[src/rtl/fcd_pkg.sv]
package fcd_pkg;
  typedef enum logic [1:0] {MD_READ = 2'd0, MD_ID = 2'd1, MD_BYP = 2'd2, MD_SUSP = 2'd3} mode_e;
  typedef enum logic [1:0] {OP_PROG = 2'd0, OP_SERASE = 2'd1, OP_CERASE = 2'd2, OP_LOCK = 2'd3} op_e;
  typedef enum logic [3:0] {
    EV_NONE, EV_MISM, EV_PROG, EV_SERASE, EV_CERASE, EV_LOCK,
    EV_BYP, EV_ID, EV_EXIT, EV_SUSP, EV_RESUME
  } ev_e;

  localparam logic [7:0] C_PROG      = 8'hA0;
  localparam logic [7:0] C_ERASE_PRE = 8'h80;
  localparam logic [7:0] C_LOCK_PRE  = 8'h60;
  localparam logic [7:0] C_ID        = 8'h90;
  localparam logic [7:0] C_EXIT      = 8'hF0;
  localparam logic [7:0] C_SERASE    = 8'h30;
  localparam logic [7:0] C_CERASE    = 8'h10;
  localparam logic [7:0] C_BYP       = 8'h20;
  localparam logic [7:0] C_LOCK      = 8'h40;
  localparam logic [7:0] C_SUSP      = 8'hB0;
  localparam logic [7:0] C_RESUME    = 8'h30;
endpackage

[src/rtl/fcd_seq.sv]
module fcd_seq
  import fcd_pkg::*;
#(
  parameter int UNLK_W = 11,
  parameter logic [UNLK_W-1:0] U1_ADDR = 11'h555,
  parameter logic [UNLK_W-1:0] U2_ADDR = 11'h2AA,
  parameter logic [7:0] U1_DATA = 8'hAA,
  parameter logic [7:0] U2_DATA = 8'h55
) (
  input  logic              clk,
  input  logic              rst_n,
  input  logic              step,
  input  logic [UNLK_W-1:0] addr_lo,
  input  logic [7:0]        code,
  output ev_e               ev
);
  logic [2:0] idx_q, idx_d;
  logic [7:0] cmd_q, cmd_d;
  logic hit1, hit2, mism;

  assign hit1 = (addr_lo == U1_ADDR);
  assign hit2 = (addr_lo == U2_ADDR);

  always_comb begin
    ev    = EV_NONE;
    idx_d = idx_q;
    cmd_d = cmd_q;
    mism  = 1'b0;
    if (step) begin
      case (idx_q)
        3'd0: begin
          if (hit1 && code == U1_DATA) idx_d = 3'd1;
          else if (code == C_EXIT)     ev = EV_EXIT;
          else if (code == C_SUSP)     ev = EV_SUSP;
          else if (code == C_RESUME)   ev = EV_RESUME;
          else                         mism = 1'b1;
        end
        3'd1: begin
          if (hit2 && code == U2_DATA) idx_d = 3'd2;
          else                         mism = 1'b1;
        end
        3'd2: begin
          if (hit1 && (code == C_PROG || code == C_ERASE_PRE || code == C_LOCK_PRE)) begin
            idx_d = 3'd3;
            cmd_d = code;
          end else if (hit1 && code == C_ID) begin
            ev    = EV_ID;
            idx_d = 3'd0;
          end else mism = 1'b1;
        end
        3'd3: begin
          if (cmd_q == C_PROG) begin
            ev    = EV_PROG;
            idx_d = 3'd0;
          end else if (hit1 && code == U1_DATA) idx_d = 3'd4;
          else mism = 1'b1;
        end
        3'd4: begin
          if (hit2 && code == U2_DATA) idx_d = 3'd5;
          else                         mism = 1'b1;
        end
        default: begin
          idx_d = 3'd0;
          if (cmd_q == C_ERASE_PRE) begin
            if (code == C_SERASE)            ev = EV_SERASE;
            else if (hit1 && code == C_CERASE) ev = EV_CERASE;
            else if (hit1 && code == C_BYP)    ev = EV_BYP;
            else                               mism = 1'b1;
          end else begin
            if (code == C_LOCK) ev = EV_LOCK;
            else                mism = 1'b1;
          end
        end
      endcase
      if (mism) begin
        ev    = EV_MISM;
        idx_d = 3'd0;
      end
    end
  end

  always_ff @(posedge clk) begin
    if (!rst_n) begin
      idx_q <= 3'd0;
      cmd_q <= 8'h00;
    end else begin
      idx_q <= idx_d;
      cmd_q <= cmd_d;
    end
  end

  // a broken sequence always restarts from the first unlock cycle
  assert_mism_restart_R12: assert property (@(posedge clk) disable iff (!rst_n)
    (ev == EV_MISM) |=> (idx_q == 3'd0));
endmodule

[src/rtl/fcd_opstate.sv]
module fcd_opstate #(
  parameter int SECT_W   = 4,
  parameter int SUSP_DLY = 8,
  localparam int CNT_W   = $clog2(SUSP_DLY + 1)
) (
  input  logic              clk,
  input  logic              rst_n,
  input  logic              start_short,
  input  logic              start_erase,
  input  logic              erase_plane_i,
  input  logic [SECT_W-1:0] erase_sect_i,
  input  logic              susp_req,
  input  logic              resume_req,
  input  logic              op_done,
  output logic              short_run,
  output logic              erase_run,
  output logic              susp_pend,
  output logic              susp_on,
  output logic              erase_plane,
  output logic [SECT_W-1:0] erase_sect
);
  logic [CNT_W-1:0] cnt_q;

  always_ff @(posedge clk) begin
    if (!rst_n) begin
      short_run   <= 1'b0;
      erase_run   <= 1'b0;
      susp_pend   <= 1'b0;
      susp_on     <= 1'b0;
      erase_plane <= 1'b0;
      erase_sect  <= '0;
      cnt_q       <= '0;
    end else begin
      if (op_done) begin
        if (short_run) short_run <= 1'b0;
        else if (erase_run && !susp_on) erase_run <= 1'b0;
      end
      if (start_short) short_run <= 1'b1;
      if (start_erase) begin
        erase_run   <= 1'b1;
        erase_plane <= erase_plane_i;
        erase_sect  <= erase_sect_i;
      end
      if (susp_req) begin
        susp_pend <= 1'b1;
        cnt_q     <= CNT_W'(SUSP_DLY);
      end else if (op_done && !short_run) begin
        susp_pend <= 1'b0;
      end else if (susp_pend) begin
        if (cnt_q == CNT_W'(1)) begin
          susp_pend <= 1'b0;
          susp_on   <= 1'b1;
        end else cnt_q <= cnt_q - CNT_W'(1);
      end
      if (resume_req) susp_on <= 1'b0;
    end
  end

  // suspension is granted only at the end of a pending window
  assert_susp_after_pend_R8: assert property (@(posedge clk) disable iff (!rst_n)
    $rose(susp_on) |-> $past(susp_pend));
  // resume is only requested for a suspended erase
  assert_resume_when_held_R9: assert property (@(posedge clk) disable iff (!rst_n)
    resume_req |-> susp_on);
  // a short operation is never launched on top of another
  assert_short_single_R7: assert property (@(posedge clk) disable iff (!rst_n)
    start_short |-> !short_run);
endmodule

[src/rtl/flash_cmd_decoder.sv]
module flash_cmd_decoder
  import fcd_pkg::*;
#(
  parameter int ADDR_W     = 19,
  parameter int DATA_W     = 16,
  parameter int UNLK_W     = 11,
  parameter int PLANE_BITS = 3,
  parameter int SECT_LSB   = 15,
  parameter int SUSP_DLY   = 8,
  localparam int SECT_W    = ADDR_W - SECT_LSB
) (
  input  logic              clk,
  input  logic              rst_n,
  input  logic              wr_valid,
  input  logic [ADDR_W-1:0] wr_addr,
  input  logic [DATA_W-1:0] wr_data,
  input  logic              op_done,
  output logic              start_valid,
  output logic [1:0]        start_op,
  output logic [ADDR_W-1:0] start_addr,
  output logic [DATA_W-1:0] start_data,
  output logic              start_plane,
  output logic [1:0]        mode,
  output logic              busy,
  output logic              erase_hold
);
  mode_e mode_q, mode_d;
  ev_e   ev;
  logic short_run, erase_run, susp_pend, susp_on, erase_plane;
  logic [SECT_W-1:0] erase_sect, wr_sect;
  logic [7:0] code;
  logic blocked, byp, seq_step, susp_req, resume_req, wr_plane;
  logic do_prog, do_erase, do_lock, chip;

  assign code     = wr_data[7:0];
  assign wr_plane = (wr_addr[ADDR_W-1 -: PLANE_BITS] != '0);
  assign wr_sect  = wr_addr[ADDR_W-1:SECT_LSB];
  assign blocked  = short_run | susp_pend | (erase_run & ~susp_on);
  assign byp      = (mode_q == MD_BYP);
  assign seq_step = wr_valid & ~blocked & ~byp;
  assign susp_req = wr_valid & erase_run & ~susp_on & ~susp_pend & ~short_run
                    & ~op_done & (code == C_SUSP);

  fcd_seq #(.UNLK_W(UNLK_W)) u_seq (
    .clk(clk), .rst_n(rst_n), .step(seq_step),
    .addr_lo(wr_addr[UNLK_W-1:0]), .code(code), .ev(ev)
  );

  assign chip       = (ev == EV_CERASE);
  assign do_prog    = (byp & wr_valid & ~blocked)
                    | ((ev == EV_PROG) & ~(susp_on & (wr_sect == erase_sect)));
  assign do_erase   = ((ev == EV_SERASE) | chip) & ~susp_on;
  assign do_lock    = (ev == EV_LOCK);
  assign resume_req = (ev == EV_RESUME) & susp_on & (wr_plane == erase_plane);

  fcd_opstate #(.SECT_W(SECT_W), .SUSP_DLY(SUSP_DLY)) u_ops (
    .clk(clk), .rst_n(rst_n),
    .start_short(do_prog | do_lock), .start_erase(do_erase),
    .erase_plane_i(chip ? 1'b0 : wr_plane), .erase_sect_i(wr_sect),
    .susp_req(susp_req), .resume_req(resume_req), .op_done(op_done),
    .short_run(short_run), .erase_run(erase_run), .susp_pend(susp_pend),
    .susp_on(susp_on), .erase_plane(erase_plane), .erase_sect(erase_sect)
  );

  always_comb begin
    case (ev)
      EV_NONE, EV_SUSP: mode_d = mode_q;
      EV_ID:            mode_d = MD_ID;
      EV_BYP:           mode_d = susp_on ? MD_READ : MD_BYP;
      default:          mode_d = MD_READ;
    endcase
  end

  always_ff @(posedge clk) begin
    if (!rst_n) begin
      mode_q      <= MD_READ;
      start_valid <= 1'b0;
      start_op    <= OP_PROG;
      start_addr  <= '0;
      start_data  <= '0;
      start_plane <= 1'b0;
    end else begin
      mode_q      <= mode_d;
      start_valid <= do_prog | do_erase | do_lock;
      if (do_prog | do_erase | do_lock) begin
        start_op    <= do_prog ? OP_PROG : do_lock ? OP_LOCK : chip ? OP_CERASE : OP_SERASE;
        start_addr  <= wr_addr;
        start_data  <= wr_data;
        start_plane <= chip ? 1'b0 : wr_plane;
      end
    end
  end

  assign mode       = (mode_q == MD_READ && susp_on) ? MD_SUSP : mode_q;
  assign busy       = short_run | (erase_run & ~susp_on) | susp_pend;
  assign erase_hold = susp_on;

  // bypass is left only through reset
  assert_bypass_sticky_R6: assert property (@(posedge clk) disable iff (!rst_n)
    (mode_q == MD_BYP) |=> (mode_q == MD_BYP));
  // nothing is launched from a write taken while a short op ran
  assert_no_start_in_prog_R7: assert property (@(posedge clk) disable iff (!rst_n)
    start_valid |-> !$past(short_run));
  // no erase launch while an erase is held
  assert_no_erase_in_susp_R10: assert property (@(posedge clk) disable iff (!rst_n)
    (start_valid && (start_op == OP_SERASE || start_op == OP_CERASE)) |-> !$past(susp_on));
  // a launch is immediately reflected as busy
  assert_busy_on_start_R2: assert property (@(posedge clk) disable iff (!rst_n)
    start_valid |-> busy);
endmodule

[config.mk]
export PLATFORM = sky130hd
export DESIGN_NAME = flash_cmd_decoder
export DESIGN_NICKNAME = d
export VERILOG_FILES = /design/src/rtl/fcd_pkg.sv /design/src/rtl/fcd_seq.sv /design/src/rtl/fcd_opstate.sv /design/src/rtl/flash_cmd_decoder.sv
export SDC_FILE = /design/constraint.sdc
export NUM_CORES = 1
export LEC_CHECK = 0
export BUFFER_PORTS_ARGS = -buffer_cell sky130_fd_sc_hd__buf_2
export CORE_MARGIN = 2
export CORE_UTILIZATION = 45
export CTS_CLUSTER_SIZE = 20
export DETAILED_ROUTE_END_ITERATION = 10
export PLACE_DENSITY_LB_ADDON = 0.12
export SYNTH_ARGS = -nofsm -noshare
export SYNTH_HDL_FRONTEND = slang
export SYNTH_HIERARCHICAL = 1
export SYNTH_SLANG_ARGS = --single-unit
export TNS_END_PERCENT = 30
[constraint.sdc]
create_clock -name clk -period 3.85 [get_ports clk]
set_clock_uncertainty 0.15 [all_clocks]
set_input_delay 0.1925 -clock clk [delete_from_list [all_inputs] [get_ports clk]]
set_output_delay 0.1925 -clock clk [all_outputs]
set_load 0.05 [all_outputs]
# [Yosys cells after proc, flatten, opt, wreduce, memory -nomap -nowiden]
# Cells that the tools add are included.
# W data, S select, Z words.
[word_totals] register_bits=65 input_bits=39
[classes] add_sub_neg=1 eq_ne=40 mux=61 bitwise_logic=36 n_reduce_logical=31
[op_table] operator="$eq A8 B8 Y1 const B" n=8
[op_table] operator="$mux W4" n=14
[op_table] operator="$mux W3" n=11
[op_table] operator="$mux W1" n=26
[op_table] operator="$eq A8 B7 Y1 const B" n=3
[op_table] operator="$and A1 B1 Y1" n=16
[op_table] operator="$eq A4 B3 Y1 const B" n=4
[op_table] operator="$eq A8 B6 Y1 const B" n=2
[op_table] operator="$pmux W4 S4" n=1
[op_table] operator="$pmux W3 S5" n=1
[op_table] operator="$mux W2" n=6
[op_table] operator="$reduce_and A3 Y1" n=4
[op_table] operator="$eq A11 B10 Y1 const B" n=1
[op_table] operator="$eq A11 B11 Y1 const B" n=1
[op_table] operator="$not A1 Y1" n=11
[op_table] operator="$logic_and A1 B1 Y1" n=9
[op_table] operator="$ne A3 B1 Y1 const B" n=3
[op_table] operator="$or A1 B1 Y1" n=9
[op_table] operator="$eq A4 B2 Y1 const B" n=2
[op_table] operator="$eq A4 B4 Y1 const B" n=2
[op_table] operator="$eq A8 B5 Y1 const B" n=1
[op_table] operator="$ne A4 B1 Y1 const B" n=2
[op_table] operator="$reduce_bool A2 Y1" n=4
[op_table] operator="$reduce_or A2 Y1" n=4
[op_table] operator="19 further kinds" n=24

# [Depth between registers and ports, before layout]
[logic_depth] word_depth=15 mapped_depth=15 ltp_nobuf=11

# [Modules after synthesis]
# Netlist, hierarchy kept.
[by_module_without_submodules] mod="flash_cmd_decoder" instances=1 cells_per_inst=218 area_per_inst_um2=1918.1 seq_area_each_um2=820.8
[by_module_without_submodules] mod="fcd_seq" instances=1 cells_per_inst=109 area_per_inst_um2=879.6 seq_area_each_um2=220.2
[by_module_without_submodules] mod="fcd_opstate" instances=1 cells_per_inst=58 area_per_inst_um2=586.8 seq_area_each_um2=260.2

# [Worst setup path before layout]
# OpenSTA, ideal clock, no wires.
[synth_timing] path_type="input-to-reg" from="input port wr_addr[1]" to="register start_addr[12]" setup_time_ns=0.119 arrival_ns=3.406 required_time_ns=3.581 slack_ns=0.175 cell_stages=13 cell_sequence="or4b_4 > nor4_4 > nand2_2 > a221oi_4 > o21ai_2 > o31a_1 > or3b_1 > a211oi_2 > and4b_1 > buf_2 > buf_12 > buf_12 > mux2i_1"
[synth_via] elab_chain_len=15
[synth_lines] element="from (decl)" line_no="flash_cmd_decoder.sv:15" text="input logic [ADDR_W-1:0] wr_addr,"
[synth_lines] element="$eq A11 B11 Y1" line_no="fcd_seq.sv:21" text="assign hit1 = (addr_lo == U1_ADDR);"
[synth_lines] element="$logic_and A1 B1 Y1" line_no="fcd_seq.sv:67" text="else if (hit1 && code == C_BYP) ev = EV_BYP;"
[synth_lines] element="$mux W1" line_no="fcd_seq.sv:67"
[synth_lines] element="$mux W1" line_no="fcd_seq.sv:66" text="else if (hit1 && code == C_CERASE) ev = EV_CERASE;"
[synth_lines] element="$mux W1" line_no="fcd_seq.sv:65" text="if (code == C_SERASE) ev = EV_SERASE;"
[synth_lines] element="$mux W1" line_no="fcd_seq.sv:64" text="if (cmd_q == C_ERASE_PRE) begin"
[synth_lines] element="$pmux W1 S4" line_no="fcd_seq.sv:30" text="case (idx_q)"
[synth_lines] element="$mux W1" line_no="fcd_seq.sv:29" text="if (step) begin"
[synth_lines] element="$mux W4 *" line_no="fcd_seq.sv:75" text="if (mism) begin"
[synth_lines] element="$mux W4 *" line_no="fcd_seq.sv:29"
[synth_lines] element="named net ev[0]" line_no="flash_cmd_decoder.sv:28" text="ev_e ev;"
[synth_lines] element="$eq A4 B2 Y1 / $eq A4 B3 Y1 (equally long branches)" line_no="flash_cmd_decoder.sv:52, flash_cmd_decoder.sv:49"
[synth_lines] element="$or A1 B1 Y1 *" line_no="flash_cmd_decoder.sv:52" text="assign do_erase = ((ev == EV_SERASE) | chip) & ~susp_on;"
[synth_lines] element="$and A1 B1 Y1 *" line_no="flash_cmd_decoder.sv:52"
[synth_lines] element="named net do_erase" line_no="flash_cmd_decoder.sv:33" text="logic do_prog, do_erase, do_lock, chip;"
[synth_lines] element="$or A1 B1 Y1 * (2 in a row)" line_no="flash_cmd_decoder.sv:85" text="if (do_prog | do_erase | do_lock) begin"
[synth_lines] element="to (signal assigned)" line_no="flash_cmd_decoder.sv:87" text="start_addr <= wr_addr;"
[synth_lines] element="to (decl)" line_no="flash_cmd_decoder.sv:20" text="output logic [ADDR_W-1:0] start_addr,"
# Mark *: on every way through the listed nets, which the timed path passes. The rest lies on a longest branch. The select of a mux whose other input is x is not followed.
# A chain may end at the register's enable or synchronous reset.

# [Worst setup path in the final report]
[layout_timing] from="input port wr_data[1]" to="register start_data[13]"
[layout_via] elab_chain_len=15
[layout_lines] element="from (decl)" line_no="flash_cmd_decoder.sv:16" text="input logic [DATA_W-1:0] wr_data,"
[layout_lines] element="$eq A8 B6 Y1" line_no="fcd_seq.sv:67"
[layout_lines] element="$logic_and A1 B1 Y1" line_no="fcd_seq.sv:67"
[layout_lines] element="$mux W1" line_no="fcd_seq.sv:67"
[layout_lines] element="$mux W1" line_no="fcd_seq.sv:66"
[layout_lines] element="$mux W1" line_no="fcd_seq.sv:65"
[layout_lines] element="$mux W1" line_no="fcd_seq.sv:64"
[layout_lines] element="$pmux W1 S4" line_no="fcd_seq.sv:30"
[layout_lines] element="$mux W1" line_no="fcd_seq.sv:29"
[layout_lines] element="$mux W4 *" line_no="fcd_seq.sv:75"
[layout_lines] element="$mux W4 *" line_no="fcd_seq.sv:29"
[layout_lines] element="named net ev[0]" line_no="flash_cmd_decoder.sv:28"
[layout_lines] element="$eq A4 B2 Y1 / $eq A4 B3 Y1 (equally long branches)" line_no="flash_cmd_decoder.sv:52, flash_cmd_decoder.sv:49"
[layout_lines] element="$or A1 B1 Y1 *" line_no="flash_cmd_decoder.sv:52"
[layout_lines] element="$and A1 B1 Y1 *" line_no="flash_cmd_decoder.sv:52"
[layout_lines] element="named net do_erase" line_no="flash_cmd_decoder.sv:33"
[layout_lines] element="$or A1 B1 Y1 * (2 in a row)" line_no="flash_cmd_decoder.sv:85"
[layout_lines] element="to (signal assigned)" line_no="flash_cmd_decoder.sv:88" text="start_data <= wr_data;"
[layout_lines] element="to (decl)" line_no="flash_cmd_decoder.sv:21" text="output logic [DATA_W-1:0] start_data,"
# Marks and branches as above.

==> impl_results.md <==
- Minimum clock period: between 3 and 4 ns
- Flops & latches, synth: between 60 and 70
- Layout cells sized above 1: approximately 27%
- Die height: slightly above 90 um
- Worst Setup SP: wr_data[1]
- Hold Slack: ~0.019 ns
- Max incr delay on CP: 0.56 ns
- Endpoints failing setup: 0
- Largest net degree at the start of global routing: 54
- Area after DPL: ~0.0039 mm^2
- Achievable Freq: ~0.27 GHz
- Syn Nets: approximately 430
- Row Count: 31
- Total wire length: approximately 8800 um
- Final Hold Violating Endpoints: 0
- Critical path's slowest cell: or4_4
- Drt first pass iters: 4
- DRT iter0 DRCs: 140
- Pleak: 0.002143 uW
- Root buffer cell: clkbuf_8
- Io pins: around 80
- CP Max Fanout: 19
- # port buffers: 81
- Final Max Tran Viols: 0
- Asr flop ratio synth: 0%
- CP cell instances: dlygate4sd3_1 -> buf_2 -> or4_4 -> or4_1 -> o21bai_1 -> a21oi_1 -> o31a_1 -> or3b_1 -> a211oi_2 -> and4b_4 -> buf_12 -> mux2i_1
- DR vias/cell: roughly 5.2
- CP Capture Point: start_data[13]$_SDFFE_PN0P_
- Reg2reg setup slack: 0.25 ns
- Congestion Overflow GR: 0
- Crit path kind: primary input to register
- Post-DP HPWL: 5918 um
- Final Cell Area: roughly 0.0045 mm^2
- Crit path DAT: ~3.8 ns
- Post-route clock period utilization: a little over nine tenths
- CTS Buf Count: 9
- # fillers: ~630
- Worst R2R Path Depth: 11
- Die Wd: 90.73 um
- Post-synth EDFFs: 0
- H-tree depth: 3
- Worst setup SP type: primary input
- Run status: complete, no violations
- Post-route ant nets: 0
- Clock latency on the worst-skew pair: roughly 0.34 ns
- Antenna Cells: 0
- Share of the synthesized area in the top cell type: 38.45%
- WP data required: between 3 and 4 ns
- Final Core Density: 61.65%
- Mapped Avg Cell Area: between 8 and 9 um^2
- TritonCTS clock tree: yes
- Worst-Margin Slew: ~0.6 ns
- Seq/Total Area, Yosys: 38.45%
- Synth cell types: 64
- Post-Syn Instances: between 300 and 400
- Synth warnings: 6
- Max Cap Viol: 0
- Slew headroom: between 50% and 60%
- DR DRC count: 0
- PwrDens: about 320 mW/mm^2
- Post-synth top flop: dfxtp_1
- TNS Setup: 0 ns
- DIE AREA: a little over 0.008 mm^2
- Via count: about 3100
- Nets@finish: 540
- Global-route wire length before repair: roughly 14000 um
- CP endpoint kind: register
- Hold Crit Class: primary input to register
- Core region area: between 0.007 and 0.008 mm^2
- Post-Syn Area: around 0.0034 mm^2
- P&R area growth vs syn: 32.13%
- Clock Path Buffers: 2
- RSZ-0062 raised after global routing: false
- Clk slew on worst S/H paths: ~0.070 ns
- Cell taking the most area after synthesis: dfxtp_1
- All-layer global routing usage: 21.09%
- R2R Path Start: u_seq/cmd_q[2]$_SDFFE_PN0P_
- Initial antenna violation count: 0
- Gpl congestion: roughly 0.92
- Clock tree sinks: 65
- Vias in the first global route: roughly 3000
- Maximum vdd drop: roughly 230 uV
- Initial Utilization: 46.66%
- WL per Instance: 14.59 um
- Area contributors post-synth: dfxtp_1, mux2i_1, nand2_1, nor2b_1, clkbuf_1
- FF-to-FF End: start_data[13]$_SDFFE_PN0P_
[Yosys cell counts, drive strengths merged, types with 5 or more instances]
| cell type | instances |
|---|---|
| o21a | 5 |
| nand3b | 5 |
| a21oi | 6 |
| nand2 | 90 |
| nor3 | 8 |
| and3 | 9 |
| nor4b | 5 |
| o21ai | 7 |
| nor2b | 13 |
| nor4 | 5 |
| mux2i | 43 |
| dfxtp | 65 |
| a211oi | 5 |
| inv | 8 |
| nand3 | 7 |
| nand4 | 6 |
| clkbuf | 18 |
| buf | 6 |
| nand2b | 7 |
| nor3b | 7 |
| nor2 | 10 |
| a21boi | 6 |
[flip-flops by register name (all words and copies together) (netlist names)]
register / count
u_ops/erase_run: 1
start_op: 2
u_ops/cnt_q: 4
start_data: 16
u_ops/erase_plane: 1
u_ops/susp_pend: 1
u_ops/susp_on: 1
u_ops/short_run: 1
u_seq/cmd_q: 8
start_valid: 1
mode_q: 2
u_seq/idx_q: 3
start_plane: 1
start_addr: 19
u_ops/erase_sect: 4
[placed cells by master, fill, tap and decap left out, types with 4 or more instances in the layout]
master and count:
a21boi_1 4, a21oi_1 6, and3_1 6, buf_2 81, buf_4 14, clkbuf_8 10
dfxtp_1 65, dlygate4sd3_1 29, inv_1 7, mux2i_1 43, nand2_1 89, nand2b_1 6
nand3_1 7, nand3b_1 5, nand4_1 6, nand4b_1 4, nor2_1 10, nor2b_1 13
nor3_1 7, nor3b_1 7, nor4_1 4, nor4b_1 4, o21a_1 5, o21ai_0 5
[how the worst min path moves through the flow]
stage / from / to / cells after the start
floorplan: rst_n / u_ops/cnt_q[3]$_SDFFE_PN0P_ / 2
global placement: u_seq/cmd_q[7]$_SDFFE_PN0P_ / u_seq/cmd_q[7]$_SDFFE_PN0P_ / 2
detailed placement: wr_addr[11] / start_addr[11]$_SDFFE_PN0P_ / 3
CTS: wr_addr[17] / start_addr[17]$_SDFFE_PN0P_ / 3
global route: wr_addr[17] / start_addr[17]$_SDFFE_PN0P_ / 3
finish: wr_addr[16] / start_addr[16]$_SDFFE_PN0P_ / 3
[layout make-up]
class | instances | area, um^2 | share of cell area (%)
tap | 99 | 123.9 | 2.770
timing repair buffer | 127 | 857.1 | 19.17
clock buffer | 11 | 141.4 | 3.162
inverter | 9 | 33.78 | 0.7555
clock inverter | 5 | 78.83 | 1.763
sequential | 65 | 1301 | 29.10
multi-input combinational | 287 | 1936 | 43.28
[where the power goes]
part           internal [uW]  switching [uW]
Clock                    381             256
Sequential               673           0.285
Combinational           55.3            62.3
Total                   1110             318
[critical path, delay by kind of cell]
kind / cells / cell delay (ns)
simple gates: 4 / 1.75
mux: 1 / 0.14
compound gates: 4 / 0.80
buf+inv: 3 / 0.87
[cells by family (layout without fill, tap and decap cells)]
logic type / count (synthesis) / count (layout) / share of synthesized area [%]
mux: 43 / 43 / 12.72
compound gates: 49 / 49 / 11.83
simple gates: 187 / 187 / 29.39
buf+inv: 33 / 152 / 5.286
xor+xnor: 5 / 5 / 1.294
fa+ha+maj: 3 / 3 / 1.035
flops: 65 / 65 / 38.45
[repair_timing]
item | CTS | global route
endpoints found under the setup margin | 1 | 40
gates resized for setup | 1 | 5
setup buffers | 0 | 1
cloned | 0 | 2
hold buffers | 29 | 0
pin swaps | 0 | 4
hold endpoints to repair | 29 | 0
[stage by stage]
stage | cells | worst slack [ns] | power, uW
2_1_floorplan | 385 | 0.1746 | 736.8
3_3_place_gp | 555 | 0.2062 | 779.6
3_5_place_dp | 555 | 0.01845 | 780.3
4_1_cts | 600 | 0.01249 | 1443
5_1_grt | 603 | 0.009392 | 1492
6_report | 603 | 0.1382 | 1428
[per-layer routing]
metal  share of wire (%)  vias up  GRT usage [%]
met3                 4.4       17          4.174
li1                    -     1580              -
met2                  48       81          35.51
met1                  45     1463          26.49
met5                   0        -              0
met4                 2.1        0          8.205
No activity file was read; power rests on OpenSTA's default activity.
